$ cat src/rtl/cdma_pkg.sv
package cdma_pkg;

  // Channel sequencing
  typedef enum logic [1:0] {
    CH_IDLE  = 2'd0,
    CH_FETCH = 2'd1,
    CH_XFER  = 2'd2
  } ch_state_t;

  // Descriptor read sequencing
  typedef enum logic [1:0] {
    FS_IDLE = 2'd0,
    FS_REQ  = 2'd1,
    FS_WAIT = 2'd2
  } fetch_state_t;

  // Order in which descriptor words arrive (read downward from the pointer)
  localparam logic [1:0] SLOT_INDEX = 2'd0;
  localparam logic [1:0] SLOT_STEP  = 2'd1;
  localparam logic [1:0] SLOT_COUNT = 2'd2;
  localparam logic [1:0] SLOT_CHAIN = 2'd3;
  localparam int unsigned DESC_WORDS = 4;

endpackage

$ cat src/rtl/cdma_desc_fetch.sv
module cdma_desc_fetch
  import cdma_pkg::*;
#(
  parameter int unsigned DATA_W  = 32,
  parameter int unsigned ADDR_W  = 24,
  parameter int unsigned FIELD_W = 19,
  parameter logic [ADDR_W-1:0] MEM_BASE = 24'h080000
) (
  input  logic               clk,
  input  logic               rst_n,
  input  logic               start,
  input  logic [FIELD_W-1:0] start_field,
  output logic               rd_req_valid,
  input  logic               rd_req_ready,
  output logic [ADDR_W-1:0]  rd_req_addr,
  input  logic               rd_rsp_valid,
  input  logic [DATA_W-1:0]  rd_rsp_data,
  output logic               ld_valid,
  output logic [1:0]         ld_slot,
  output logic [DATA_W-1:0]  ld_data,
  output logic               done
);

  localparam logic [1:0] LAST_SLOT = 2'(DESC_WORDS - 1);

  fetch_state_t       st_q, st_d;
  logic [1:0]         step_q, step_d;
  logic [FIELD_W-1:0] field_q, field_d;
  logic               field_en;

  // Next-state logic
  always_comb begin
    st_d     = st_q;
    step_d   = step_q;
    field_d  = field_q;
    field_en = 1'b0;
    ld_valid = 1'b0;
    done     = 1'b0;
    case (st_q)
      FS_IDLE: begin
        if (start) begin
          field_d  = start_field;
          field_en = 1'b1;
          step_d   = 2'd0;
          st_d     = FS_REQ;
        end
      end
      FS_REQ: begin
        if (rd_req_ready) st_d = FS_WAIT;
      end
      FS_WAIT: begin
        if (rd_rsp_valid) begin
          ld_valid = 1'b1;
          if (step_q == LAST_SLOT) begin
            done = 1'b1;
            st_d = FS_IDLE;
          end else begin
            step_d = step_q + 2'd1;
            st_d   = FS_REQ;
          end
        end
      end
      default: st_d = FS_IDLE;
    endcase
  end

  // State registers
  always_ff @(posedge clk or negedge rst_n) begin
    if (!rst_n) begin
      st_q    <= FS_IDLE;
      step_q  <= 2'd0;
      field_q <= '0;
    end else begin
      st_q   <= st_d;
      step_q <= step_d;
      if (field_en) field_q <= field_d;
    end
  end

  assign rd_req_valid = (st_q == FS_REQ);
  assign rd_req_addr  = MEM_BASE + ADDR_W'(field_q - FIELD_W'(step_q));
  assign ld_slot      = step_q;
  assign ld_data      = rd_rsp_data;


  req_hold_chk: assert property (@(posedge clk) disable iff (!rst_n)
    rd_req_valid && !rd_req_ready |=> rd_req_valid && $stable(rd_req_addr));


  one_outstanding_chk: assert property (@(posedge clk) disable iff (!rst_n)
    rd_req_valid && rd_req_ready |=> !rd_req_valid);

endmodule

$ cat src/rtl/cdma_param_regs.sv
module cdma_param_regs
  import cdma_pkg::*;
#(
  parameter int unsigned DATA_W  = 32,
  parameter int unsigned ADDR_W  = 24,
  parameter int unsigned FIELD_W = 19,
  parameter int unsigned CNT_W   = 16,
  parameter logic [ADDR_W-1:0] MEM_BASE = 24'h080000
) (
  input  logic               clk,
  input  logic               rst_n,
  input  logic               ld_valid,
  input  logic [1:0]         ld_slot,
  input  logic [DATA_W-1:0]  ld_data,
  input  logic               run,
  output logic               xfer_valid,
  input  logic               xfer_ready,
  output logic [ADDR_W-1:0]  xfer_addr,
  output logic [FIELD_W-1:0] cur_index,
  output logic [CNT_W-1:0]   cur_count,
  output logic               cnt_zero
);

  logic [FIELD_W-1:0] idx_q, idx_d, step_q, step_d;
  logic [CNT_W-1:0]   cnt_q, cnt_d;
  logic               idx_en, step_en, cnt_en;
  logic               beat;
  logic               unused_ld_hi;

  assign unused_ld_hi = ^ld_data[DATA_W-1:FIELD_W];

  assign cnt_zero   = (cnt_q == '0);
  assign xfer_valid = run && !cnt_zero;
  assign beat       = xfer_valid && xfer_ready;

  // Next-state logic: descriptor loads and per-beat update
  always_comb begin
    idx_d   = idx_q;
    step_d  = step_q;
    cnt_d   = cnt_q;
    idx_en  = 1'b0;
    step_en = 1'b0;
    cnt_en  = 1'b0;
    if (ld_valid) begin
      case (ld_slot)
        SLOT_INDEX: begin idx_d  = ld_data[FIELD_W-1:0]; idx_en  = 1'b1; end
        SLOT_STEP:  begin step_d = ld_data[FIELD_W-1:0]; step_en = 1'b1; end
        SLOT_COUNT: begin cnt_d  = ld_data[CNT_W-1:0];   cnt_en  = 1'b1; end
        default: ;
      endcase
    end else if (beat) begin
      idx_d  = idx_q + step_q;
      cnt_d  = cnt_q - 1'b1;
      idx_en = 1'b1;
      cnt_en = 1'b1;
    end
  end

  always_ff @(posedge clk or negedge rst_n) begin
    if (!rst_n) begin
      idx_q  <= '0;
      step_q <= '0;
      cnt_q  <= '0;
    end else begin
      if (idx_en)  idx_q  <= idx_d;
      if (step_en) step_q <= step_d;
      if (cnt_en)  cnt_q  <= cnt_d;
    end
  end

  assign xfer_addr = MEM_BASE + ADDR_W'(idx_q);
  assign cur_index = idx_q;
  assign cur_count = cnt_q;


  beat_update_chk: assert property (@(posedge clk) disable iff (!rst_n)
    xfer_valid && xfer_ready |=> (cur_count == $past(cur_count) - 1'b1) &&
                                 (cur_index == $past(cur_index) + $past(step_q)));


  count_load_chk: assert property (@(posedge clk) disable iff (!rst_n)
    ld_valid && (ld_slot == SLOT_COUNT) |=> cur_count == $past(ld_data[CNT_W-1:0]));

endmodule

$ cat src/rtl/cdma_irq_latch.sv
module cdma_irq_latch (
  input  logic clk,
  input  logic rst_n,
  input  logic set,
  input  logic clr,
  output logic irq
);

  logic irq_q, irq_d;

  always_comb begin
    irq_d = irq_q;
    if (clr) irq_d = 1'b0;
    if (set) irq_d = 1'b1;
  end

  always_ff @(posedge clk or negedge rst_n) begin
    if (!rst_n) irq_q <= 1'b0;
    else        irq_q <= irq_d;
  end

  assign irq = irq_q;


  irq_hold_chk: assert property (@(posedge clk) disable iff (!rst_n)
    irq && !clr |=> irq);


  irq_clear_chk: assert property (@(posedge clk) disable iff (!rst_n)
    clr && !set |=> !irq);


  irq_set_wins_chk: assert property (@(posedge clk) disable iff (!rst_n)
    set |=> irq);

endmodule

$ cat src/rtl/chain_dma_ctrl.sv
module chain_dma_ctrl
  import cdma_pkg::*;
#(
  parameter int unsigned DATA_W = 32,
  parameter int unsigned ADDR_W = 24,
  parameter int unsigned PTR_W  = 20,
  parameter int unsigned CNT_W  = 16,
  parameter logic [ADDR_W-1:0] MEM_BASE = 24'h080000
) (
  input  logic              clk,
  input  logic              rst_n,
  input  logic              chain_en,
  input  logic              cp_wr,
  input  logic [PTR_W-1:0]  cp_wdata,
  output logic              rd_req_valid,
  input  logic              rd_req_ready,
  output logic [ADDR_W-1:0] rd_req_addr,
  input  logic              rd_rsp_valid,
  input  logic [DATA_W-1:0] rd_rsp_data,
  output logic              xfer_valid,
  input  logic              xfer_ready,
  output logic [ADDR_W-1:0] xfer_addr,
  output logic              irq,
  input  logic              irq_clr,
  output logic              active,
  output logic [PTR_W-1:0]  cur_ptr,
  output logic [PTR_W-2:0]  cur_index,
  output logic [CNT_W-1:0]  cur_count
);

  localparam int unsigned FIELD_W  = PTR_W - 1;
  localparam int unsigned FLAG_BIT = PTR_W - 1;

  // Reset: asserted asynchronously, released on the clock
  logic [1:0] rst_sync_q;
  logic       rst_int_n;

  always_ff @(posedge clk or negedge rst_n) begin
    if (!rst_n) rst_sync_q <= 2'b00;
    else        rst_sync_q <= {rst_sync_q[0], 1'b1};
  end
  assign rst_int_n = rst_sync_q[1];

  ch_state_t          st_q, st_d;
  logic [PTR_W-1:0]   ptr_q, ptr_d;
  logic               ptr_en;
  logic               pci_q, pci_d;
  logic               pci_en;
  logic               start_ok, blk_end, next_zero;
  logic               fetch_start, fetch_done;
  logic [FIELD_W-1:0] fetch_field;
  logic               ld_valid;
  logic [1:0]         ld_slot;
  logic [DATA_W-1:0]  ld_data;
  logic               cnt_zero, irq_set;
  logic               unused_ld_hi;

  assign unused_ld_hi = ^ld_data[DATA_W-1:PTR_W];

  assign start_ok    = (st_q == CH_IDLE) && cp_wr && chain_en &&
                       (cp_wdata[FIELD_W-1:0] != '0);
  assign blk_end     = (st_q == CH_XFER) && cnt_zero;
  assign next_zero   = (ptr_q[FIELD_W-1:0] == '0);
  assign fetch_start = start_ok || (blk_end && !next_zero);
  assign fetch_field = start_ok ? cp_wdata[FIELD_W-1:0] : ptr_q[FIELD_W-1:0];
  assign irq_set     = blk_end && (next_zero || pci_q);

  // Channel next-state logic
  always_comb begin
    st_d   = st_q;
    ptr_d  = ptr_q;
    ptr_en = 1'b0;
    pci_d  = pci_q;
    pci_en = 1'b0;
    case (st_q)
      CH_IDLE: begin
        if (start_ok) begin
          st_d   = CH_FETCH;
          ptr_d  = cp_wdata;
          ptr_en = 1'b1;
          pci_d  = cp_wdata[FLAG_BIT];
          pci_en = 1'b1;
        end
      end
      CH_FETCH: begin
        if (ld_valid && (ld_slot == SLOT_CHAIN)) begin
          ptr_d  = ld_data[PTR_W-1:0];
          ptr_en = 1'b1;
        end
        if (fetch_done) st_d = CH_XFER;
      end
      CH_XFER: begin
        if (blk_end) begin
          if (next_zero) begin
            st_d = CH_IDLE;
          end else begin
            st_d   = CH_FETCH;
            pci_d  = ptr_q[FLAG_BIT];
            pci_en = 1'b1;
          end
        end
      end
      default: st_d = CH_IDLE;
    endcase
  end

  always_ff @(posedge clk or negedge rst_int_n) begin
    if (!rst_int_n) begin
      st_q  <= CH_IDLE;
      ptr_q <= '0;
      pci_q <= 1'b0;
    end else begin
      st_q <= st_d;
      if (ptr_en) ptr_q <= ptr_d;
      if (pci_en) pci_q <= pci_d;
    end
  end

  assign active  = (st_q != CH_IDLE);
  assign cur_ptr = ptr_q;

  cdma_desc_fetch #(
    .DATA_W(DATA_W), .ADDR_W(ADDR_W), .FIELD_W(FIELD_W), .MEM_BASE(MEM_BASE)
  ) u_fetch (
    .clk          (clk),
    .rst_n        (rst_int_n),
    .start        (fetch_start),
    .start_field  (fetch_field),
    .rd_req_valid (rd_req_valid),
    .rd_req_ready (rd_req_ready),
    .rd_req_addr  (rd_req_addr),
    .rd_rsp_valid (rd_rsp_valid),
    .rd_rsp_data  (rd_rsp_data),
    .ld_valid     (ld_valid),
    .ld_slot      (ld_slot),
    .ld_data      (ld_data),
    .done         (fetch_done)
  );

  cdma_param_regs #(
    .DATA_W(DATA_W), .ADDR_W(ADDR_W), .FIELD_W(FIELD_W), .CNT_W(CNT_W),
    .MEM_BASE(MEM_BASE)
  ) u_params (
    .clk        (clk),
    .rst_n      (rst_int_n),
    .ld_valid   (ld_valid),
    .ld_slot    (ld_slot),
    .ld_data    (ld_data),
    .run        (st_q == CH_XFER),
    .xfer_valid (xfer_valid),
    .xfer_ready (xfer_ready),
    .xfer_addr  (xfer_addr),
    .cur_index  (cur_index),
    .cur_count  (cur_count),
    .cnt_zero   (cnt_zero)
  );

  cdma_irq_latch u_irq (
    .clk   (clk),
    .rst_n (rst_int_n),
    .set   (irq_set),
    .clr   (irq_clr),
    .irq   (irq)
  );


  start_read_chk: assert property (@(posedge clk) disable iff (!rst_int_n)
    start_ok |=> rd_req_valid && (rd_req_addr == MEM_BASE + ADDR_W'($past(cp_wdata[FIELD_W-1:0]))));


  busy_write_chk: assert property (@(posedge clk) disable iff (!rst_int_n)
    active && cp_wr && !(ld_valid && (ld_slot == SLOT_CHAIN)) |=> $stable(cur_ptr));


  req_when_active_chk: assert property (@(posedge clk) disable iff (!rst_int_n)
    rd_req_valid |-> active && !xfer_valid);


  chain_end_chk: assert property (@(posedge clk) disable iff (!rst_int_n)
    blk_end && next_zero |=> !active && irq);

endmodule

$ cat config.mk
export PLATFORM = sky130hd
export DESIGN_NAME = chain_dma_ctrl
export DESIGN_NICKNAME = d
export VERILOG_FILES = /design/src/rtl/cdma_pkg.sv /design/src/rtl/cdma_desc_fetch.sv /design/src/rtl/cdma_param_regs.sv /design/src/rtl/cdma_irq_latch.sv /design/src/rtl/chain_dma_ctrl.sv
export SDC_FILE = /design/constraint.sdc
export NUM_CORES = 1
export LEC_CHECK = 0
export ABC_AREA = 1
export BUFFER_PORTS_ARGS = -buffer_cell sky130_fd_sc_hd__buf_2
export CAP_MARGIN = 0
export CORE_UTILIZATION = 46
export CTS_CLUSTER_SIZE = 10
export DETAILED_ROUTE_END_ITERATION = 10
export HOLD_SLACK_MARGIN = 0.02
export PLACE_DENSITY = 0.73
export SKIP_LAST_GASP = 1
export SLEW_MARGIN = 20
export SYNTH_ARGS = -nofsm -noshare
export SYNTH_HDL_FRONTEND = slang
export SYNTH_SLANG_ARGS = --single-unit
$ cat constraint.sdc
create_clock -name clk -period 3.2 [get_ports clk]
set_clock_uncertainty 0.05 [all_clocks]
set_input_delay 0.48 -clock clk [delete_from_list [all_inputs] [get_ports clk]]
set_output_delay 0.48 -clock clk [all_outputs]
set_load 0.05 [all_outputs]
==> results of run 1 <==
==> synth_stat cells <==
master | number | area, µm²
sky130_fd_sc_hd__inv_4 | 1 | 6.26
sky130_fd_sc_hd__nand3_2 | 1 | 10.0
sky130_fd_sc_hd__buf_2 | 7 | 35.0
sky130_fd_sc_hd__nor3_1 | 11 | 55.1
sky130_fd_sc_hd__a21oi_1 | 33 | 165
sky130_fd_sc_hd__nor2_1 | 112 | 420
sky130_fd_sc_hd__nand4_2 | 1 | 12.5
sky130_fd_sc_hd__o211ai_1 | 11 | 82.6
sky130_fd_sc_hd__o21ai_0 | 67 | 335
sky130_fd_sc_hd__xor2_1 | 25 | 219
sky130_fd_sc_hd__xnor2_1 | 5 | 43.8
sky130_fd_sc_hd__fa_1 | 2 | 40.0
sky130_fd_sc_hd__o21ai_1 | 15 | 75.1
sky130_fd_sc_hd__and2_1 | 1 | 6.26
sky130_fd_sc_hd__nor4_1 | 1 | 6.26
sky130_fd_sc_hd__nor2_2 | 3 | 18.8
sky130_fd_sc_hd__a21boi_0 | 1 | 7.51
sky130_fd_sc_hd__ha_1 | 26 | 325
sky130_fd_sc_hd__or2_2 | 5 | 31.3
sky130_fd_sc_hd__inv_2 | 4 | 15.0
sky130_fd_sc_hd__clkinv_1 | 1 | 3.75
sky130_fd_sc_hd__conb_1 | 2 | 7.51
sky130_fd_sc_hd__buf_6 | 4 | 45.0
sky130_fd_sc_hd__clkbuf_1 | 13 | 48.8
sky130_fd_sc_hd__nand3_1 | 46 | 230
sky130_fd_sc_hd__dfrtp_1 | 103 | 2580
sky130_fd_sc_hd__nor2_8 | 1 | 20.0
sky130_fd_sc_hd__nand3b_1 | 6 | 45.0
sky130_fd_sc_hd__nand4_1 | 8 | 50.1
sky130_fd_sc_hd__buf_4 | 30 | 225
sky130_fd_sc_hd__mux2_2 | 5 | 56.3
sky130_fd_sc_hd__inv_1 | 120 | 450
sky130_fd_sc_hd__a31oi_1 | 24 | 150
sky130_fd_sc_hd__nand2_1 | 282 | 1060
sky130_fd_sc_hd__nand2_2 | 5 | 31.3
==> routing by layer <==
metal / track usage, % / up-vias
met2: 38.5 / 238
met3: 4.12 / 31
met1: 33.3 / 3038
met5: 0 / -
met4: 9.14 / 0
li1: - / 3336
==> kinds of logic (layout without fill, tap and decap cells) <==
group,after synthesis,after routing
multiplexers,5,5
AO/OA/AOI/OAI,151,151
XOR/XNOR,30,30
flip-flops,103,103
other,2,10
buffers and inverters,180,299
AND/OR/NAND/NOR,483,483
adder cells (fa/ha/maj),28,28
==> sequential cells by signal, indices dropped and copies added, names as in the netlist <==
register / count
pci_q: 1
cur_ptr: 20
u_irq.irq: 1
u_params.cur_count: 16
st_q: 2
u_fetch.st_q: 2
rst_sync_q: 2
u_params.step_q: 19
u_fetch.ld_slot: 2
u_params.cur_index: 19
u_fetch.field_q: 19
==> final timing paths <==
| kind | from | endpoint | slack, ps | cells after the start |
|---|---|---|---|---|
| setup / recovery | u_fetch.ld_slot[1] | rd_req_addr[17] | 220 | 10 |
| hold / removal | rst_sync_q[1] | u_fetch.field_q[3] | 190 | 0 |
| setup reg to reg | u_params.cur_count[0] | u_params.cur_count[6] | 960 | 10 |
| hold reg to reg | rst_sync_q[1] | u_fetch.field_q[3] | 190 | 0 |
| max in group asynchronous | rst_sync_q[1] | u_params.cur_index[18] | 2170 | 1 |
| min in group clk | irq_clr | u_irq.irq | 260 | 2 |
==> stage by stage <==
step / instance area [µm²] / total power, W / worst slack [ps] / utilization, %
after floorplan: 6940 / 0.00584 / 68.3 / -
after global placement: 7640 / 0.00671 / 412 / 52.4
after detailed placement: 7640 / 0.00676 / 360 / 52.4
after CTS: 7930 / 0.00784 / 29.6 / 54.3
after global routing: 7940 / 0.00835 / 16.4 / 54.4
final: 7940 / 0.00783 / 216 / 54.4
==> worst reg2reg max path, delay by kind of cell (launching register included) <==
family | cells | cell delay, ps
buffers and inverters | 2 | 380
DFF | 1 | 370
and+or+nand+nor | 6 | 1030
AOI/OAI and AO/OA | 1 | 140
adders and majority gates | 1 | 210
==> power groups by stage <==
stage	clock, W	combinational (W)	sequential, W
floorplan	0	0.00285	0.00298
global placement	0	0.00450	0.00221
detailed placement	0	0.00455	0.00222
CTS	0.00107	0.00457	0.00220
global route	0.00112	0.00497	0.00226
finish	0.00105	0.00458	0.00220
==> cell usage in the layout (no fill, tap or decap), drive strengths merged, types with 6 or more instances in the layout <==
master,instances
nand4,9
nand2,287
nor2,116
ha,26
conb,10
buf,155
nor3,11
dfrtp,103
xor2,25
inv,127
a21oi,33
nand3b,6
o21ai,82
clkbuf,10
a31oi,24
o211ai,11
nand3,47
==> final cells by class <==
type,instances,area (µm²)
repair buffers,157,833
clock inverters,7,47.5
multi-input cells,707,3550
clock buffers,9,225
fillers,1414,6650
inverters,126,475
flip-flops and latches,103,2580
well taps,184,230
==> what timing repair did <==
action,4_1_cts,5_1_grt
setup endpoints to repair,2,2
resized for setup,1,4
hold endpoints to repair,2,0
hold buffers,1,0
==> results_dict.tcl, run 1 <==
set metrics [dict create \
    run_status "complete, no violations" \
    cts_max_path_buffers 2 \
    wl_per_instance_um 14.4 \
    worst_setup_path_end_kind "output port" \
    max_stage_delay_ps 410 \
    route.met2.wl_mm 8.56 \
    numPlacedInstances 1276 \
    num_io_pins 167 \
    routed_wl_mm 18.6 \
    path_delay_family "simple AND/OR/NAND/NOR gates" \
    start_util_pct 47.4 \
    cts-buffers-inserted 9 \
    avg_inst_size_synth_um2 7.04 \
    leakagePower_nw 4.37 \
    initialDrtViolationCount 598 \
    min_period_over_period_pct 93.3 \
    fmax_mhz 335 \
    global_route.overflow_total 0 \
    finalMaxSlewViolations 0 \
    die_width_um 125 \
    hold_ws_ps 188 \
    cp_data_required_time_ps 2670 \
    hpwlAfterDp_mm 14.2 \
    net-switching-power_w 0.00443 \
    synth_seq_cells 103 \
    switching_share_pct 56.5 \
    cts_htree_levels 3 \
    synth-xor-area-share_pct 3.80 \
    drc 0 \
    critical-path-slowest-cell "sky130_fd_sc_hd__dfrtp_2" \
    synth.area.mux_share_pct 0.815 \
    clk_pin_slew_worst_paths_ps 80 \
    instances_no_fill 1293 \
    routed-via-count 6643 \
    final.setup.tns_ps 0 \
    internal_power_w 0.00341 \
    critPathLaunchType "flip-flop" \
    timing.critical_path.cells "inv_1 > ha_1 > a21oi_2 > nand3_2 > nor2_2 > nand2_1 > nor2_2 > nand2_1 > xor2_1 > clkbuf_4" \
    grt_use_total_pct 24.3 \
    synth-warning-count 0 \
    max-cap-violations 0 \
    power_frac_clock_pct 13.4 \
    numPortBuffers 145 \
    synth-seq-area-share_pct 37.3 \
    netlist-cell-type-count 35 \
    first_pass_grt_wire_length_mm 30.0 \
    tritoncts_num_sinks 103 \
    path_class "reg2out" \
    finalSetupViolCount 0 \
    pwr_density_cell_nw_per_um2 986 \
    timing.hold.worst.class "reg2async" \
    grt_antenna_before_repair 0 \
    die_area_um2 15500 \
    drtAntennaViolNets 0 \
    final_net_count 1192 \
    critical_path_arrival_ps 2450 \
    fraction_of_final_layout_cells_sized_beyond_drive_strength_1_pct 18.4 \
    largest_family_of_logic_cells_by_synthesized_area "simple AND/OR/NAND/NOR gates" \
    ctsRootBufferMaster "sky130_fd_sc_hd__clkbuf_16" \
    seq_power_share_pct 28.1 \
    m1_wire_length_mm 8.44 \
    post_synth_and_or_nand_nor_area_fraction_pct 28.9 \
    post_synth_fa_ha_maj_area_fraction_pct 5.29 \
    syn_area_um2 6910 \
    row_count 44 \
    min_period_ps 2980 \
    detailroute.wirelength.met3_mm 1.17 \
    grt_pass1_vias 6109 \
    highest_layer "met4" \
    tritoncts "done" \
    insertion_delay_ps 360 \
    setup_repair_after_global_routing_missed_its_margin "false" \
    area_growth_syn_to_layout_pct 14.9 \
    synth-compound-area-share_pct 11.8 \
    drt-vias-per-instance 5.14 \
    final-hold-violation-count 0 \
    grt_start_max_net_pins 79 \
    finalWeightedCongestion 0.905 \
    worstPathBufferInverterCount 2 \
    worst_path_fanout_max 5 \
    drt_pass1_iterations 6 \
    core_region_area_um2 14600 \
    postSynthCellCount 982 \
    die_h_um 125 \
    postCtsSetupBuffers 0 \
    antenna-diode-count 0 \
    peak_supply_drop_mv 0.559 \
    combPwrFrac_pct 58.4 \
]
(Power assumes the default switching activity.)
==> inputs of run 2 (changes only) <==
--- a/config.mk
+++ b/config.mk
@@ -12,7 +12,7 @@
 export CTS_CLUSTER_SIZE = 10
 export DETAILED_ROUTE_END_ITERATION = 10
 export HOLD_SLACK_MARGIN = 0.02
-export PLACE_DENSITY = 0.73
+export PLACE_DENSITY = 0.78
 export SKIP_LAST_GASP = 1
 export SLEW_MARGIN = 20
 export SYNTH_ARGS = -nofsm -noshare
==> run 2 against run 1 <==
Net effect:
- setup slack better by 3.1 ps
- final cell count stayed put
- flip-flop and latch count stayed put
- first-iteration DRC count down 22%
- cell area grew 0.85%
- core utilization increased by 0.46 points
- combinational power about the same
- power increased by 3.7%
- non-clock buffer count is the same
- via count increased by 0.69%
- highest routed layer unchanged
==> results_dict.tcl, run 2 (synthesized netlist as in run 1, its figures left out) <==
set metrics [dict create \
    max_slew.worst_pin.slew_ps 646 \
    drc 0 \
    tritoncts "done" \
    leakagePower_nw 4.41 \
    clk_pin_slew_worst_paths_ps 70 \
    area_growth_syn_to_layout_pct 15.9 \
    design_area_um2 8010 \
    path_class "reg2out" \
    worst_path_fanout_max 5 \
    pwr_density_cell_nw_per_um2 1010 \
    final.setup.tns_ps 0 \
    cts-buffers-inserted 9 \
    timing.hold.worst.class "in2reg" \
    min_period_over_period_pct 93.2 \
    finalMaxSlewViolations 0 \
    run_status "complete, no violations" \
    wl_per_instance_um 14.7 \
    max-cap-violations 0 \
    multi_input_comb_area_um2 3550 \
    routed-via-count 6689 \
    final-hold-violation-count 0 \
    insertion_delay_ps 360 \
    global_route.overflow_total 0 \
    start_util_pct 47.4 \
    layout_commonest_cell "sky130_fd_sc_hd__nand2_1" \
    worstHoldPathCells 2 \
    post_dp_cell_area_um2 7630 \
    ctsRootBufferMaster "sky130_fd_sc_hd__clkbuf_16" \
    first_pass_grt_wire_length_mm 30.6 \
    grt_antenna_before_repair 0 \
    largest_register_ffs 20 \
    seq_area_um2 2580 \
    routed_wl_mm 19.0 \
    drt_pass1_iterations 8 \
    grt_use_total_pct 24.9 \
    numPortBuffers 145 \
    initialDrtViolationCount 464 \
    finalWeightedCongestion 0.913 \
    worst_setup_path_end_kind "output port" \
    fmax_mhz 335 \
    hold_ws_ps 254 \
    core_region_area_um2 14600 \
    cts_max_path_buffers 2 \
    die_h_um 125 \
    num_io_pins 167 \
    drtAntennaViolNets 0 \
    final_net_count 1192 \
    filler_cell_count 1401 \
    most_used_cells_in_the_layout_excluding_fill_and_tap_cells "sky130_fd_sc_hd__nand2_1 (282), sky130_fd_sc_hd__buf_2 (144), sky130_fd_sc_hd__inv_1 (120), sky130_fd_sc_hd__nor2_1 (110), sky130_fd_sc_hd__dfrtp_1 (102)" \
    tritoncts_num_sinks 103 \
    drt-vias-per-instance 5.17 \
    hpwlAfterDp_mm 14.6 \
    grt_start_max_net_pins 50 \
    worst-r2r-cell-count 11 \
    min_period_ps 2980 \
    timing.slew.headroom_pct 56.9 \
    critical_path_arrival_ps 2450 \
    die_area_um2 15500 \
    cts_htree_levels 3 \
    layout.core_utilization_pct 54.9 \
    grt_pass1_vias 6149 \
    antenna-diode-count 0 \
    cp_data_required_time_ps 2670 \
    critPathLaunchType "flip-flop" \
    finalSetupViolCount 0 \
    die_width_um 125 \
    peak_supply_drop_mv 0.599 \
    row_count 44 \
    fraction_of_final_layout_cells_sized_beyond_drive_strength_1_pct 18.3 \
]
-- run 2: changes by cell type in the layout (fill, tap and decap cells not counted), sizes merged --
cell	delta
buf	+1
bufinv	+3
clkinv	-2
clkinvlp	-2
-- run 2: worst paths after layout --
kind,start,endpoint,slack [ps]
max in group asynchronous,rst_sync_q[1],u_fetch.field_q[3],1970
worst max register to register,u_params.cur_count[0],u_params.cur_count[15],870
worst min register to register,rst_sync_q[0],rst_sync_q[1],300
min in group asynchronous,rst_sync_q[1],u_fetch.ld_slot[0],310
worst max-delay path,u_fetch.ld_slot[1],rd_req_addr[17],220
worst min-delay path,irq_clr,u_irq.irq,250
-- run 2: routing by layer --
| metal | GRT usage [%] | up-vias | part of all wire (%) |
|---|---|---|---|
| met5 | 0 | - | 0 |
| met4 | 11.3 | 0 | 3.0 |
| met3 | 2.41 | 32 | 5.2 |
| met2 | 40.2 | 221 | 47 |
| met1 | 33.8 | 3100 | 45 |
| li1 | - | 3336 | - |
-- run 2: cell type report --
class	instances	share of cell area (%)
multi-input combinational	707	44.3
tap	184	2.87
clock inverter	6	1.44
timing repair buffer	157	10.2
inverter	126	5.94
clock buffer	10	2.98
sequential	103	32.2
-- run 2: worst max-delay path, stage by stage (launching register included) --
cell and delay (ps):
sky130_fd_sc_hd__dfrtp_1 440, sky130_fd_sc_hd__inv_1 110, sky130_fd_sc_hd__ha_1 320, sky130_fd_sc_hd__a21oi_2 210, sky130_fd_sc_hd__nand3_2 140, sky130_fd_sc_hd__nor2_2 160
sky130_fd_sc_hd__nand2_1 110, sky130_fd_sc_hd__nor2_2 160, sky130_fd_sc_hd__nand2_1 90, sky130_fd_sc_hd__xor2_1 130, sky130_fd_sc_hd__buf_4 210
-- run 2: stage by stage --
stage / worst slack, ps / cells / power [W]
after global placement: 425 / 1276 / 0.00671
after detailed placement: 367 / 1276 / 0.00678
after floorplan: 68.3 / 990 / 0.00584
after CTS: 8.28 / 1293 / 0.00812
after global routing: -20.4 / 1293 / 0.00861
final: 219 / 1293 / 0.00812
-- run 2: power by group --
part | total (W) | switching [W] | internal (W)
registers | 0.00221 | 0.000479 | 0.00173
logic | 0.00459 | 0.00344 | 0.00115
clock network | 0.00133 | 0.000533 | 0.000794
total | 0.00812 | 0.00445 | 0.00367
-- run 2: repair_timing --
| action | in CTS | in global routing |
|---|---|---|
| hold endpoints to repair | 2 | 0 |
| pin swaps | 0 | 0 |
| resized for setup | 1 | 3 |
| buffers inserted | 0 | 0 |
| hold buffers | 1 | 0 |
| endpoints found under the setup margin | 1 | 3 |
